### src/rtl/hwbp_pkg.sv
package hwbp_pkg;

  localparam int unsigned CTL_W    = 32;
  localparam int unsigned GD_BIT   = 13;
  localparam int unsigned BD_BIT   = 13;
  localparam int unsigned FLD_BASE = 16;

  localparam logic [31:0] CTL_WMASK = 32'hFFFF_23FF;
  localparam logic [31:0] STS_WMASK = 32'h0000_200F;

  localparam logic [1:0] KIND_FETCH = 2'b00;
  localparam logic [1:0] KIND_DRD   = 2'b01;
  localparam logic [1:0] KIND_DWR   = 2'b10;
  localparam logic [1:0] KIND_IO    = 2'b11;

  localparam logic [1:0] BT_EXEC = 2'b00;
  localparam logic [1:0] BT_WR   = 2'b01;
  localparam logic [1:0] BT_IO   = 2'b10;
  localparam logic [1:0] BT_RW   = 2'b11;

  localparam logic [1:0] LEN_1   = 2'b00;
  localparam logic [1:0] LEN_2   = 2'b01;
  localparam logic [1:0] LEN_BAD = 2'b10;
  localparam logic [1:0] LEN_4   = 2'b11;

  typedef struct packed {
    logic [1:0] en;
    logic [1:0] ty;
    logic [1:0] ln;
  } bp_cfg_t;

  function automatic logic kind_match(logic [1:0] ty, logic [1:0] kind, logic de);
    logic r;
    case (ty)
      BT_EXEC: r = (kind == KIND_FETCH);
      BT_WR:   r = (kind == KIND_DWR);
      BT_IO:   r = de && (kind == KIND_IO);
      default: r = (kind == KIND_DRD) || (kind == KIND_DWR);
    endcase
    return r;
  endfunction

  function automatic logic len_legal(logic [1:0] ty, logic [1:0] ln);
    return (ln != LEN_BAD) && !((ty == BT_EXEC) && (ln != LEN_1));
  endfunction

  function automatic logic [1:0] len_span(logic [1:0] ln);
    logic [1:0] s;
    case (ln)
      LEN_2:   s = 2'd1;
      LEN_4:   s = 2'd3;
      default: s = 2'd0;
    endcase
    return s;
  endfunction

endpackage

### src/rtl/hwbp_slot.sv
module hwbp_slot
  import hwbp_pkg::*;
#(
  parameter int unsigned ADDR_W = 32
) (
  input  logic              clk,
  input  logic              rst_n,
  input  logic              addr_we,
  input  logic [ADDR_W-1:0] addr_wdata,
  input  bp_cfg_t           cfg,
  input  logic              de,
  input  logic              acc_valid,
  input  logic [ADDR_W-1:0] acc_addr,
  input  logic [1:0]        acc_nb_m1,
  input  logic [1:0]        acc_kind,
  output logic              hit
);

  localparam int unsigned XW = ADDR_W + 1;

  logic [ADDR_W-1:0] base_q, base_d;
  logic [1:0]        span;
  logic [ADDR_W-1:0] amask;
  logic [XW-1:0]     rng_lo, rng_hi, acc_lo, acc_hi;
  logic              overlap;

  always_comb begin
    base_d = base_q;
    if (addr_we) base_d = addr_wdata;
  end

  always_ff @(posedge clk or negedge rst_n) begin
    if (!rst_n) base_q <= '0;
    else        base_q <= base_d;
  end

  always_comb begin
    span    = len_span(cfg.ln);
    amask   = {{(ADDR_W-2){1'b1}}, ~span};
    rng_lo  = {1'b0, base_q & amask};
    rng_hi  = rng_lo + {{(XW-2){1'b0}}, span};
    acc_lo  = {1'b0, acc_addr};
    acc_hi  = acc_lo + {{(XW-2){1'b0}}, acc_nb_m1};
    overlap = (acc_lo <= rng_hi) && (rng_lo <= acc_hi);
    hit     = acc_valid && (|cfg.en) && len_legal(cfg.ty, cfg.ln)
              && kind_match(cfg.ty, acc_kind, de) && overlap;
  end

  p_len_undef_r3: assert property (@(posedge clk) disable iff (!rst_n)
    (cfg.ln == LEN_BAD) |-> !hit);
  p_exec_len_r5: assert property (@(posedge clk) disable iff (!rst_n)
    ((cfg.ty == BT_EXEC) && (cfg.ln != LEN_1)) |-> !hit);
  p_io_gate_r6: assert property (@(posedge clk) disable iff (!rst_n)
    ((cfg.ty == BT_IO) && !de) |-> !hit);
  p_enable_r7: assert property (@(posedge clk) disable iff (!rst_n)
    (cfg.en == 2'b00) |-> !hit);

endmodule

### src/rtl/hwbp_ctrl.sv
module hwbp_ctrl
  import hwbp_pkg::*;
(
  input  logic             clk,
  input  logic             rst_n,
  input  logic             we,
  input  logic [CTL_W-1:0] wdata,
  input  logic             exc_fire,
  output logic [CTL_W-1:0] ctl_q
);

  logic [CTL_W-1:0] ctl_d;

  always_comb begin
    ctl_d = ctl_q;
    if (we)       ctl_d = wdata & CTL_WMASK;
    if (exc_fire) ctl_d[GD_BIT] = 1'b0;
  end

  always_ff @(posedge clk or negedge rst_n) begin
    if (!rst_n) ctl_q <= '0;
    else        ctl_q <= ctl_d;
  end

  p_gd_drop_r11: assert property (@(posedge clk) disable iff (!rst_n)
    exc_fire |=> !ctl_q[GD_BIT]);

endmodule

### src/rtl/hwbp_status.sv
module hwbp_status
  import hwbp_pkg::*;
#(
  parameter int unsigned NUM_BP = 4
) (
  input  logic             clk,
  input  logic             rst_n,
  input  logic             we,
  input  logic [CTL_W-1:0] wdata,
  input  logic [NUM_BP-1:0] set_hit,
  input  logic             set_bd,
  output logic [CTL_W-1:0] sts_q
);

  logic [CTL_W-1:0] sts_d;

  always_comb begin
    sts_d = sts_q;
    if (we) sts_d = wdata & STS_WMASK;
    sts_d[NUM_BP-1:0] = sts_d[NUM_BP-1:0] | set_hit;
    if (set_bd) sts_d[BD_BIT] = 1'b1;
  end

  always_ff @(posedge clk or negedge rst_n) begin
    if (!rst_n) sts_q <= '0;
    else        sts_q <= sts_d;
  end

  p_sticky_r9: assert property (@(posedge clk) disable iff (!rst_n)
    !$past(we) |-> ((sts_q[NUM_BP-1:0] & $past(sts_q[NUM_BP-1:0])) == $past(sts_q[NUM_BP-1:0])));

endmodule

### src/rtl/hwbp_unit.sv
module hwbp_unit
  import hwbp_pkg::*;
#(
  parameter int unsigned ADDR_W = 32,
  parameter int unsigned NUM_BP = 4
) (
  input  logic              clk,
  input  logic              rst_n,
  input  logic              dbg_ext_en,
  input  logic              ctl_we,
  input  logic [31:0]       ctl_wdata,
  output logic [31:0]       ctl_rdata,
  input  logic              bpa_we,
  input  logic [1:0]        bpa_sel,
  input  logic [ADDR_W-1:0] bpa_wdata,
  input  logic              sts_we,
  input  logic [31:0]       sts_wdata,
  output logic [31:0]       sts_rdata,
  input  logic              acc_valid,
  input  logic [ADDR_W-1:0] acc_addr,
  input  logic [1:0]        acc_nb_m1,
  input  logic [1:0]        acc_kind,
  input  logic              dreg_acc,
  output logic [NUM_BP-1:0] hit_vec,
  output logic              hit_fault,
  output logic              hit_trap,
  output logic              gd_exc
);

  localparam int unsigned SEL_W = 2;

  logic [CTL_W-1:0]  ctl_q;
  logic [CTL_W-1:0]  sts_q;
  logic [NUM_BP-1:0] hit_c, exec_c;
  logic              gd_c, exc_fire, fault_c, trap_c;
  bp_cfg_t           cfg   [NUM_BP];

  logic [NUM_BP-1:0] hit_q, hit_d;
  logic              fault_q, fault_d, trap_q, trap_d, gd_q, gd_d;

  for (genvar n = 0; n < NUM_BP; n++) begin : g_slot
    assign cfg[n].en = ctl_q[2*n+1 -: 2];
    assign cfg[n].ty = ctl_q[FLD_BASE + 4*n + 1 -: 2];
    assign cfg[n].ln = ctl_q[FLD_BASE + 4*n + 3 -: 2];
    assign exec_c[n] = (cfg[n].ty == BT_EXEC);

    hwbp_slot #(.ADDR_W(ADDR_W)) u_slot (
      .clk        (clk),
      .rst_n      (rst_n),
      .addr_we    (bpa_we && (bpa_sel == SEL_W'(n))),
      .addr_wdata (bpa_wdata),
      .cfg        (cfg[n]),
      .de         (dbg_ext_en),
      .acc_valid  (acc_valid),
      .acc_addr   (acc_addr),
      .acc_nb_m1  (acc_nb_m1),
      .acc_kind   (acc_kind),
      .hit        (hit_c[n])
    );
  end

  always_comb begin
    gd_c     = dreg_acc && ctl_q[GD_BIT];
    fault_c  = |(hit_c & exec_c);
    trap_c   = |(hit_c & ~exec_c);
    exc_fire = (|hit_c) || gd_c;
  end

  hwbp_ctrl u_ctrl (
    .clk      (clk),
    .rst_n    (rst_n),
    .we       (ctl_we),
    .wdata    (ctl_wdata),
    .exc_fire (exc_fire),
    .ctl_q    (ctl_q)
  );

  hwbp_status #(.NUM_BP(NUM_BP)) u_status (
    .clk     (clk),
    .rst_n   (rst_n),
    .we      (sts_we),
    .wdata   (sts_wdata),
    .set_hit (hit_c),
    .set_bd  (gd_c),
    .sts_q   (sts_q)
  );

  always_comb begin
    hit_d   = hit_c;
    fault_d = fault_c;
    trap_d  = trap_c;
    gd_d    = gd_c;
  end

  always_ff @(posedge clk or negedge rst_n) begin
    if (!rst_n) begin
      hit_q   <= '0;
      fault_q <= 1'b0;
      trap_q  <= 1'b0;
      gd_q    <= 1'b0;
    end else begin
      hit_q   <= hit_d;
      fault_q <= fault_d;
      trap_q  <= trap_d;
      gd_q    <= gd_d;
    end
  end

  assign hit_vec   = hit_q;
  assign hit_fault = fault_q;
  assign hit_trap  = trap_q;
  assign gd_exc    = gd_q;
  assign ctl_rdata = ctl_q;
  assign sts_rdata = sts_q;

  p_excl_r8: assert property (@(posedge clk) disable iff (!rst_n)
    !(hit_fault && hit_trap));
  p_class_r8: assert property (@(posedge clk) disable iff (!rst_n)
    (|hit_vec) |-> (hit_fault || hit_trap));
  p_gd_clear_r11: assert property (@(posedge clk) disable iff (!rst_n)
    ((|hit_vec) || gd_exc) |-> !ctl_rdata[GD_BIT]);
  p_hit_logged_r9: assert property (@(posedge clk) disable iff (!rst_n)
    (|hit_vec) |-> ((sts_rdata[NUM_BP-1:0] & hit_vec) == hit_vec));
  p_bd_logged_r10: assert property (@(posedge clk) disable iff (!rst_n)
    gd_exc |-> sts_rdata[BD_BIT]);
  p_pulse_r13: assert property (@(posedge clk) disable iff (!rst_n)
    !$past(acc_valid) |-> (hit_vec == '0));

endmodule

### config.mk
export PLATFORM = sky130hd
export DESIGN_NAME = hwbp_unit
export DESIGN_NICKNAME = d
export VERILOG_FILES = /design/src/rtl/hwbp_pkg.sv /design/src/rtl/hwbp_slot.sv /design/src/rtl/hwbp_ctrl.sv /design/src/rtl/hwbp_status.sv /design/src/rtl/hwbp_unit.sv
export SDC_FILE = /design/constraint.sdc
export NUM_CORES = 1
export LEC_CHECK = 0
export BUFFER_PORTS_ARGS = -buffer_cell sky130_fd_sc_hd__clkbuf_2
export CORE_UTILIZATION = 45
export CTS_BUF_LIST = sky130_fd_sc_hd__clkbuf_8
export CTS_CLUSTER_DIAMETER = 200
export DETAILED_ROUTE_END_ITERATION = 8
export HOLD_SLACK_MARGIN = 0.05
export PLACE_DENSITY = 0.65
export SYNTH_ARGS = -nofsm -noshare
export SYNTH_HDL_FRONTEND = slang
export SYNTH_SLANG_ARGS = --single-unit
### constraint.sdc
create_clock -name clk -period 3.69 [get_ports clk]
set_clock_uncertainty 0.2 [all_clocks]
set_input_delay 0.369 -clock clk [delete_from_list [all_inputs] [get_ports clk]]
set_output_delay 0.369 -clock clk [all_outputs]
set_load 0.01 [all_outputs]
# == After elaboration in Yosys (flattened, before gate mapping) ==
# Index checks and enable logic that the tools add are counted.
# classes
n_mux,12
n_eq_ne,26
n_reduce_logical,59
n_addsub,5
n_bitwise,12
n_lt_le_gt_ge,8
# op_table
operator,n
<= comparator 32 x 33 -> 1 bit,8
adder 32 x 2 -> 33 bit,5
bitwise AND 32 bit,4
logical AND 1 bit,34
2-to-1 mux 14 bit,2
"== test 2 bit, second input constant",12
"== test 2 x 1 -> 1 bit, second input constant",10
one-hot mux 2 bit (2 select lines),4
logical NOT 2 bit,6
one-hot mux 1 bit (3 select lines),4
nonzero test 2 bit,6
OR reduction 4 bit,3
bitwise AND 4 bit,2
"!= test 2 bit, second input constant",4
NOT 2 bit,4
OR reduction 2 bit,4
logical NOT 1 bit,4
NOT 4 bit,1
bitwise OR 4 bit,1
logical OR 1 bit,2
2-to-1 mux 1 bit,2
# totals
out_inout_bits,71
regBits,167
input_bits,142
wordCells,134

# == Depth between registers and ports, before layout ==
# logic_depth
word_depth,11
ltp_mapped,19
depth_no_buf,19

# == Hierarchy ==
# Synthesis repeated with hierarchy kept, for this count alone.
# hier_totals
cells_unflattened,1807
area_unflattened_um2,16338.2
# by_module_without_submodules
mod,instances,cells_per_inst,area_each_um2,seq_area_each_um2
hwbp_slot at g_slot[1].u_slot ...,2,417,3613.5,800.8
hwbp_slot at g_slot[2].u_slot,1,422,3643.5,800.8
hwbp_slot at g_slot[0].u_slot,1,418,3619.7,800.8
hwbp_ctrl,1,64,1146.1,675.6
hwbp_status,1,44,414.1,125.1
hwbp_unit,1,25,287.8,175.2

# == Least setup slack after synthesis ==
# No wires, ideal clock.
# synth_path
path_type,input to register
from,in acc_addr[1]
to,"reg trap_q, in the netlist hit_trap"
setup_slack_ps,-458
path_buffers,0
setup_time_ps,124
stages,18
arrival_ps,3824
t_required_ps,3366
path_cell_list,ha_1 > a21oi_1 > and3b_1 > and3_1 > nor2b_1 > nand2_1 > nor3_1 > nand4_1 > xor2_1 > ha_1 > nand2_1 > nor2_1 > nor4b_1 > o311a_1 > a2111oi_0 > o31ai_1 > o32ai_1 > a211o_2
# synth_between
elab_chain_len,6
elab_cells_between_ends,19
cone_classes,add/sub: 1; order compare: 8; bitwise: 1; reduce/logical: 9
# synth_rtl
element,line,rtl
start: declaration,hwbp_unit.sv:20,"input logic [ADDR_W-1:0] acc_addr,"
adder 32 x 2 -> 33 bit,hwbp_slot.sv:43,"acc_hi = acc_lo + {{(XW-2){1'b0}}, acc_nb_m1};"
<= comparator 32 x 33 -> 1 bit,hwbp_slot.sv:44,overlap = (acc_lo <= rng_hi) && (rng_lo <= acc_hi);
logical AND 1 bit,hwbp_slot.sv:44,
logical AND 1 bit,hwbp_slot.sv:46,"&& kind_match(cfg.ty, acc_kind, de) && overlap;"
bitwise AND 4 bit (*),hwbp_unit.sv:65,trap_c = |(hit_c & ~exec_c);
OR reduction 4 bit (*),hwbp_unit.sv:65,
net trap_c,hwbp_unit.sv:35,"logic gd_c, exc_fire, fault_c, trap_c;"
end signal: assignment,hwbp_unit.sv:104,trap_q <= trap_d;
end: declaration,hwbp_unit.sv:39,"logic fault_q, fault_d, trap_q, trap_d, gd_q, gd_d;"
# Mark *: on every way through the listed nets, which the timed path passes. The rest lies on a longest branch.
# A chain may end at the register's enable or synchronous reset.

# == Worst setup path in the final report ==
# layout_path
from,in acc_addr[1]
to,reg u_ctrl.ctl_q[13]
# layout_between
elab_chain_len,7
elab_cells_between_ends,21
cone_classes,add/sub: 1; order compare: 8; mux: 1; reduce/logical: 11
# layout_rtl
element,line,rtl
adder 32 x 2 -> 33 bit,hwbp_slot.sv:43,
<= comparator 32 x 33 -> 1 bit,hwbp_slot.sv:44,
logical AND 1 bit,hwbp_slot.sv:44,
logical AND 1 bit,hwbp_slot.sv:46,
OR reduction 4 bit (*),hwbp_unit.sv:66,exc_fire = (|hit_c) || gd_c;
logical OR 1 bit (*),hwbp_unit.sv:66,
2-to-1 mux 1 bit or nonzero test 2 bit (tied branches),--,
end signal: assignment,hwbp_ctrl.sv:22,else ctl_q <= ctl_d;
end: declaration,hwbp_ctrl.sv:9,output logic [CTL_W-1:0] ctl_q
# Every way passes the cells marked *; elsewhere a longest branch is shown, timed or not.

==> impl_summary.txt <==
----------------------------------------------------
[Outcome]
  Result of the run ... finished with violations
  Failing checks ... design-rule violations, negative setup slack

[Global routing]
  Total global routing track utilization ... 0.302
  Vias in the first global route ... 12800
  Antenna violations before repair ... 0
  Global Route met2 Usage ... 0.489
  First-pass GRT wire length ... 74.3 mm
  GRT Max-Usage Layer ... met2
  Grt total ovfl ... 0
  M1 GR Usage ... 0.406
  GR Util met3 ... 0.0496
  Pin count of the biggest net entering global routing ... 72

[Setup path]
  Largest stage delay on the critical path ... 0.35 ns
  Setup Crit Path Kind ... in2reg
  CP Launch Type ... primary input
  Cell-by-cell listing of the critical path ... buf_8 -> ha_4 -> a21oi_2 -> and3b_2 -> and3_4 -> nor2b_4 -> nand2_4 -> nor3_4 -> nand4_1 -> xor2_2 -> buf_4 -> ha_4 -> nand4_1 -> buf_4 -> nor4_4 -> o31ai_1 -> a221o_1 -> o211ai_1 -> o2111ai_1 -> nor4_1
  Slowest stage cell, crit path ... sky130_fd_sc_hd__a221o_1
  Largest fanout on the critical path ... 4
  Arrival time of data at the critical path endpoint ... 4.27 ns
  Endpoint kind of the worst setup timing path ... flop
  Cell count of the worst reg-to-reg path ... 13
  Critical path required time ... 3.92 ns

[Logic synthesis]
  Async S/R FF share, synth ... 1.00
  Synth Register Bits ... 167
  Area leader, netlist ... sky130_fd_sc_hd__dfrtp_1
  Portion of synthesized cell area occupied by the leading cell type ... 0.294
  Count of synthesis-stage warnings from yosys ... 0
  Synth top area cells ... sky130_fd_sc_hd__dfrtp_1 (29%), sky130_fd_sc_hd__ha_1 (23%), sky130_fd_sc_hd__mux2_2 (11%)
  Cell area after synthesis ... 14200 um2
  Number of synthesized flops with an enable pin ... 0
  Gate count of the mapped netlist ... 1459
  Avg Synthesized Cell Area ... 9.75 um2
  Cell variety after synth ... 66
  Most used DFF post-synth ... sky130_fd_sc_hd__dfrtp_1
  Leading cell types by count after synthesis ... sky130_fd_sc_hd__ha_1 (265), sky130_fd_sc_hd__dfrtp_1 (167), sky130_fd_sc_hd__mux2_2 (136), sky130_fd_sc_hd__nand2_1 (119), sky130_fd_sc_hd__a21oi_1 (92)
  Top-count cell post-synth ... sky130_fd_sc_hd__ha_1
  Proportion of synthesized chip area in sequential cells ... 0.294

[Floorplan]
  Initial cell density of the core ... 0.462
  Die X-Extent ... 180 um
  Die height ... 180 um
  Area of the die ... 32300 um2
  Cell Rows ... 64
  Top-level port count ... 213
  Core area ... 30800 um2

[Timing]
  Worst Max-Slew Pin Slew ... 0.945 ns
  Final-report max-slew violation count ... 0
  Worst Slack Setup Final ... -0.350 ns
  Fin crit period ... 4.04 ns
  # setup viols final ... 6
  Fmax ... 248 MHz
  Period Utilization, post-route ... 1.09
  RSZ-0062 raised after global routing ... true
  Hold Vio Cnt, Final ... 0
  Max-slew headroom ... 0.364

[Clock network]
  Clock-pin slew reported for the worst setup and hold paths after clock tree synthesis ... 0.11 ns
  Number of buffers on the longest clock path ... 2
  CTS tree ... built
  Clock tree root buffer cell ... sky130_fd_sc_hd__clkbuf_8
  Worst skew pair latency ... 0.52 ns
  H-tree level count ... 4
  Clock net sink count ... 167
  Cts bufs inserted ... 17

[Placement]
  Global placer's final weighted congestion ... 1.01
  Placed Cells ... 2147
  Detailed Place HPWL ... 38.2 mm
  Number of input and output port buffers inserted ... 148

[Routing]
  Total iterations of the first detailed-routing run ... 7
  Wirelength, routed ... 47.8 mm
  Final ANT Viol Nets ... 0
  Via count of the routed design ... 13000
  Residual DRC ... 13
  Violation count after the first detailed-routing iteration ... 944
  Via-to-Cell Ratio ... 5.74
  Routed wirelength normalized by instance count ... 21.1 um

[Final layout]
  Post-Layout Cell Count ... 2263
  Diode count ... 0
  Filler instances ... 2666
  Fraction of layout cells with a size suffix above 1 ... 0.303
  Signed area change from the synthesized netlist to the final layout ... 27.6%
  Multi-input logic area ... 9990 um2
  Number of nets at the end of the flow ... 2262
  Area occupied by registers ... 4180 um2

[Worst hold path]
  Worst min-delay path category ... in2reg
  Cell count of the worst hold path ... 5

[Power and ir drop]
  Pwr/cell area ... 378 nW/um2
  Fraction of power spent switching nets ... 0.402
  Clock Power Share ... 0.202
  Sequential power share ... 0.381
  Sum of internal, switching and leakage power ... 0.00686 W
  P_sw ... 0.00276 W
  Max IR drop VDD ... 0.474 mV
  Leakage dissipation ... 8.66 nW
  Internal power ... 0.00410 W
  Combinational fraction of design power ... 0.417

[Run]
  Number of max-cap violations ... 0

----------------------------------------------------
==> routing by layer <==
metal | part of all wire | up-vias
li1 | - | 6125
met3 | 0.058 | 81
met4 | 0.028 | 0
met5 | 0 | -
met2 | 0.46 | 381
met1 | 0.45 | 6407
==> through the flow <==
| step | hold WS, ns | worst slack (ns) | cell area, um2 | setup TNS [ns] | utilization |
|---|---|---|---|---|---|
| after floorplan | -0.127 | -0.0722 | 14500 | -0.143 | - |
| after global placement | 0.144 | -0.829 | 16600 | -7.74 | 0.540 |
| after detailed placement | 0.140 | -0.884 | 16600 | -8.28 | 0.540 |
| after CTS | 0.0962 | -0.213 | 17900 | -0.722 | 0.582 |
| after global routing | 0.106 | -0.541 | 18200 | -2.62 | 0.589 |
| final | 0.123 | -0.350 | 18200 | -1.27 | 0.589 |
==> power groups by stage <==
stage | clock network, W | logic (W) | registers, W
floorplan | 0 | 0.00169 | 0.00247
global placement | 0 | 0.00261 | 0.00263
detailed placement | 0 | 0.00268 | 0.00263
CTS | 0.00141 | 0.00280 | 0.00260
global route | 0.00147 | 0.00320 | 0.00266
finish | 0.00139 | 0.00286 | 0.00262
==> timing repair <==
item / 4_1_cts / 5_1_grt
setup endpoints to repair: 11 / 11
resized for setup: 22 / 33
gates cloned: 0 / 0
hold endpoints to repair: 235 / 0
hold buffers: 72 / 0
pin swaps: 15 / 27
buffers inserted: 7 / 8
==> area by class of cell <==
class                   count  share of cell area
well taps                 396              0.0273
repair buffers            391               0.154
clock inverters            14             0.00882
inverters                  79              0.0163
flip-flops and latches    167               0.230
clock buffers              18              0.0136
multi-input cells        1198               0.550
==> cells by family after synthesis <==
| group | after synthesis | share of synthesized area |
|---|---|---|
| DFF | 167 | 0.294 |
| and+or+nand+nor | 413 | 0.149 |
| xor gates and xnor gates | 90 | 0.0554 |
| adders and majority gates | 266 | 0.234 |
| muxes | 142 | 0.113 |
| AOI/OAI and AO/OA | 251 | 0.112 |
| buffers and inverters | 129 | 0.0425 |
| other | 1 | 0.000264 |
==> worst max-delay path, delay by kind of cell <==
| kind | cells | cell delay, ns |
|---|---|---|
| fa+ha+maj | 2 | 0.50 |
| buf+inv | 3 | 0.45 |
| compound gates | 5 | 0.92 |
| simple gates | 9 | 1.78 |
| xor+xnor | 1 | 0.23 |
==> cell usage in the layout, fill, tap and decap left out, types with 6 or more instances in the layout <==
| cell type | n |
|---|---|
| sky130_fd_sc_hd__nor2b_1 | 7 |
| sky130_fd_sc_hd__nand4_1 | 66 |
| sky130_fd_sc_hd__dfrtp_1 | 167 |
| sky130_fd_sc_hd__nor2_1 | 53 |
| sky130_fd_sc_hd__a221oi_1 | 6 |
| sky130_fd_sc_hd__inv_1 | 78 |
| sky130_fd_sc_hd__xnor2_1 | 48 |
| sky130_fd_sc_hd__nand3_2 | 8 |
| sky130_fd_sc_hd__nand2_1 | 115 |
| sky130_fd_sc_hd__ha_1 | 260 |
| sky130_fd_sc_hd__mux2_2 | 136 |
| sky130_fd_sc_hd__xor2_1 | 32 |
| sky130_fd_sc_hd__nand2b_1 | 9 |
| sky130_fd_sc_hd__a211oi_1 | 13 |
| sky130_fd_sc_hd__o21ai_0 | 51 |
| sky130_fd_sc_hd__xor2_2 | 7 |
| sky130_fd_sc_hd__nor3_1 | 24 |
| sky130_fd_sc_hd__nor4_1 | 13 |
| sky130_fd_sc_hd__a21oi_1 | 91 |
| sky130_fd_sc_hd__and3_1 | 8 |
| sky130_fd_sc_hd__conb_1 | 36 |
| sky130_fd_sc_hd__or2_2 | 6 |
| sky130_fd_sc_hd__nand3_1 | 55 |
| sky130_fd_sc_hd__a21o_1 | 33 |
| sky130_fd_sc_hd__clkbuf_2 | 145 |
| sky130_fd_sc_hd__buf_4 | 169 |
| sky130_fd_sc_hd__clkbuf_8 | 18 |
| sky130_fd_sc_hd__a21boi_0 | 6 |
| sky130_fd_sc_hd__dlygate4sd3_1 | 72 |
==> flip-flops by register name, indices dropped and copies added, names as in the netlist <==
name / count
u_ctrl.ctl_q: 27
gd_exc: 1
hit_vec: 4
g_slot.u_slot.base_q: 128
hit_fault: 1
hit_trap: 1
u_status.sts_q: 5
==> worst paths after layout <==
kind,startpoint,to,slack (ns)
max reg2reg,u_ctrl.ctl_q[23]$_DFFE_PN0P_,hit_trap$_DFF_PN0_,0.08
min reg2reg,u_ctrl.ctl_q[9]$_DFFE_PN0P_,u_ctrl.ctl_q[9]$_DFFE_PN0P_,0.33
min in group asynchronous,rst_n,g_slot[0].u_slot.base_q[11]$_DFFE_PN0P_,0.16
max in group asynchronous,rst_n,hit_vec[2]$_DFF_PN0_,2.38
max,acc_addr[1],u_ctrl.ctl_q[13]$_DFFE_PN0P_,-0.35
min,acc_valid,hit_vec[1]$_DFF_PN0_,0.12
No activity file was read; power rests on OpenSTA's default activity.
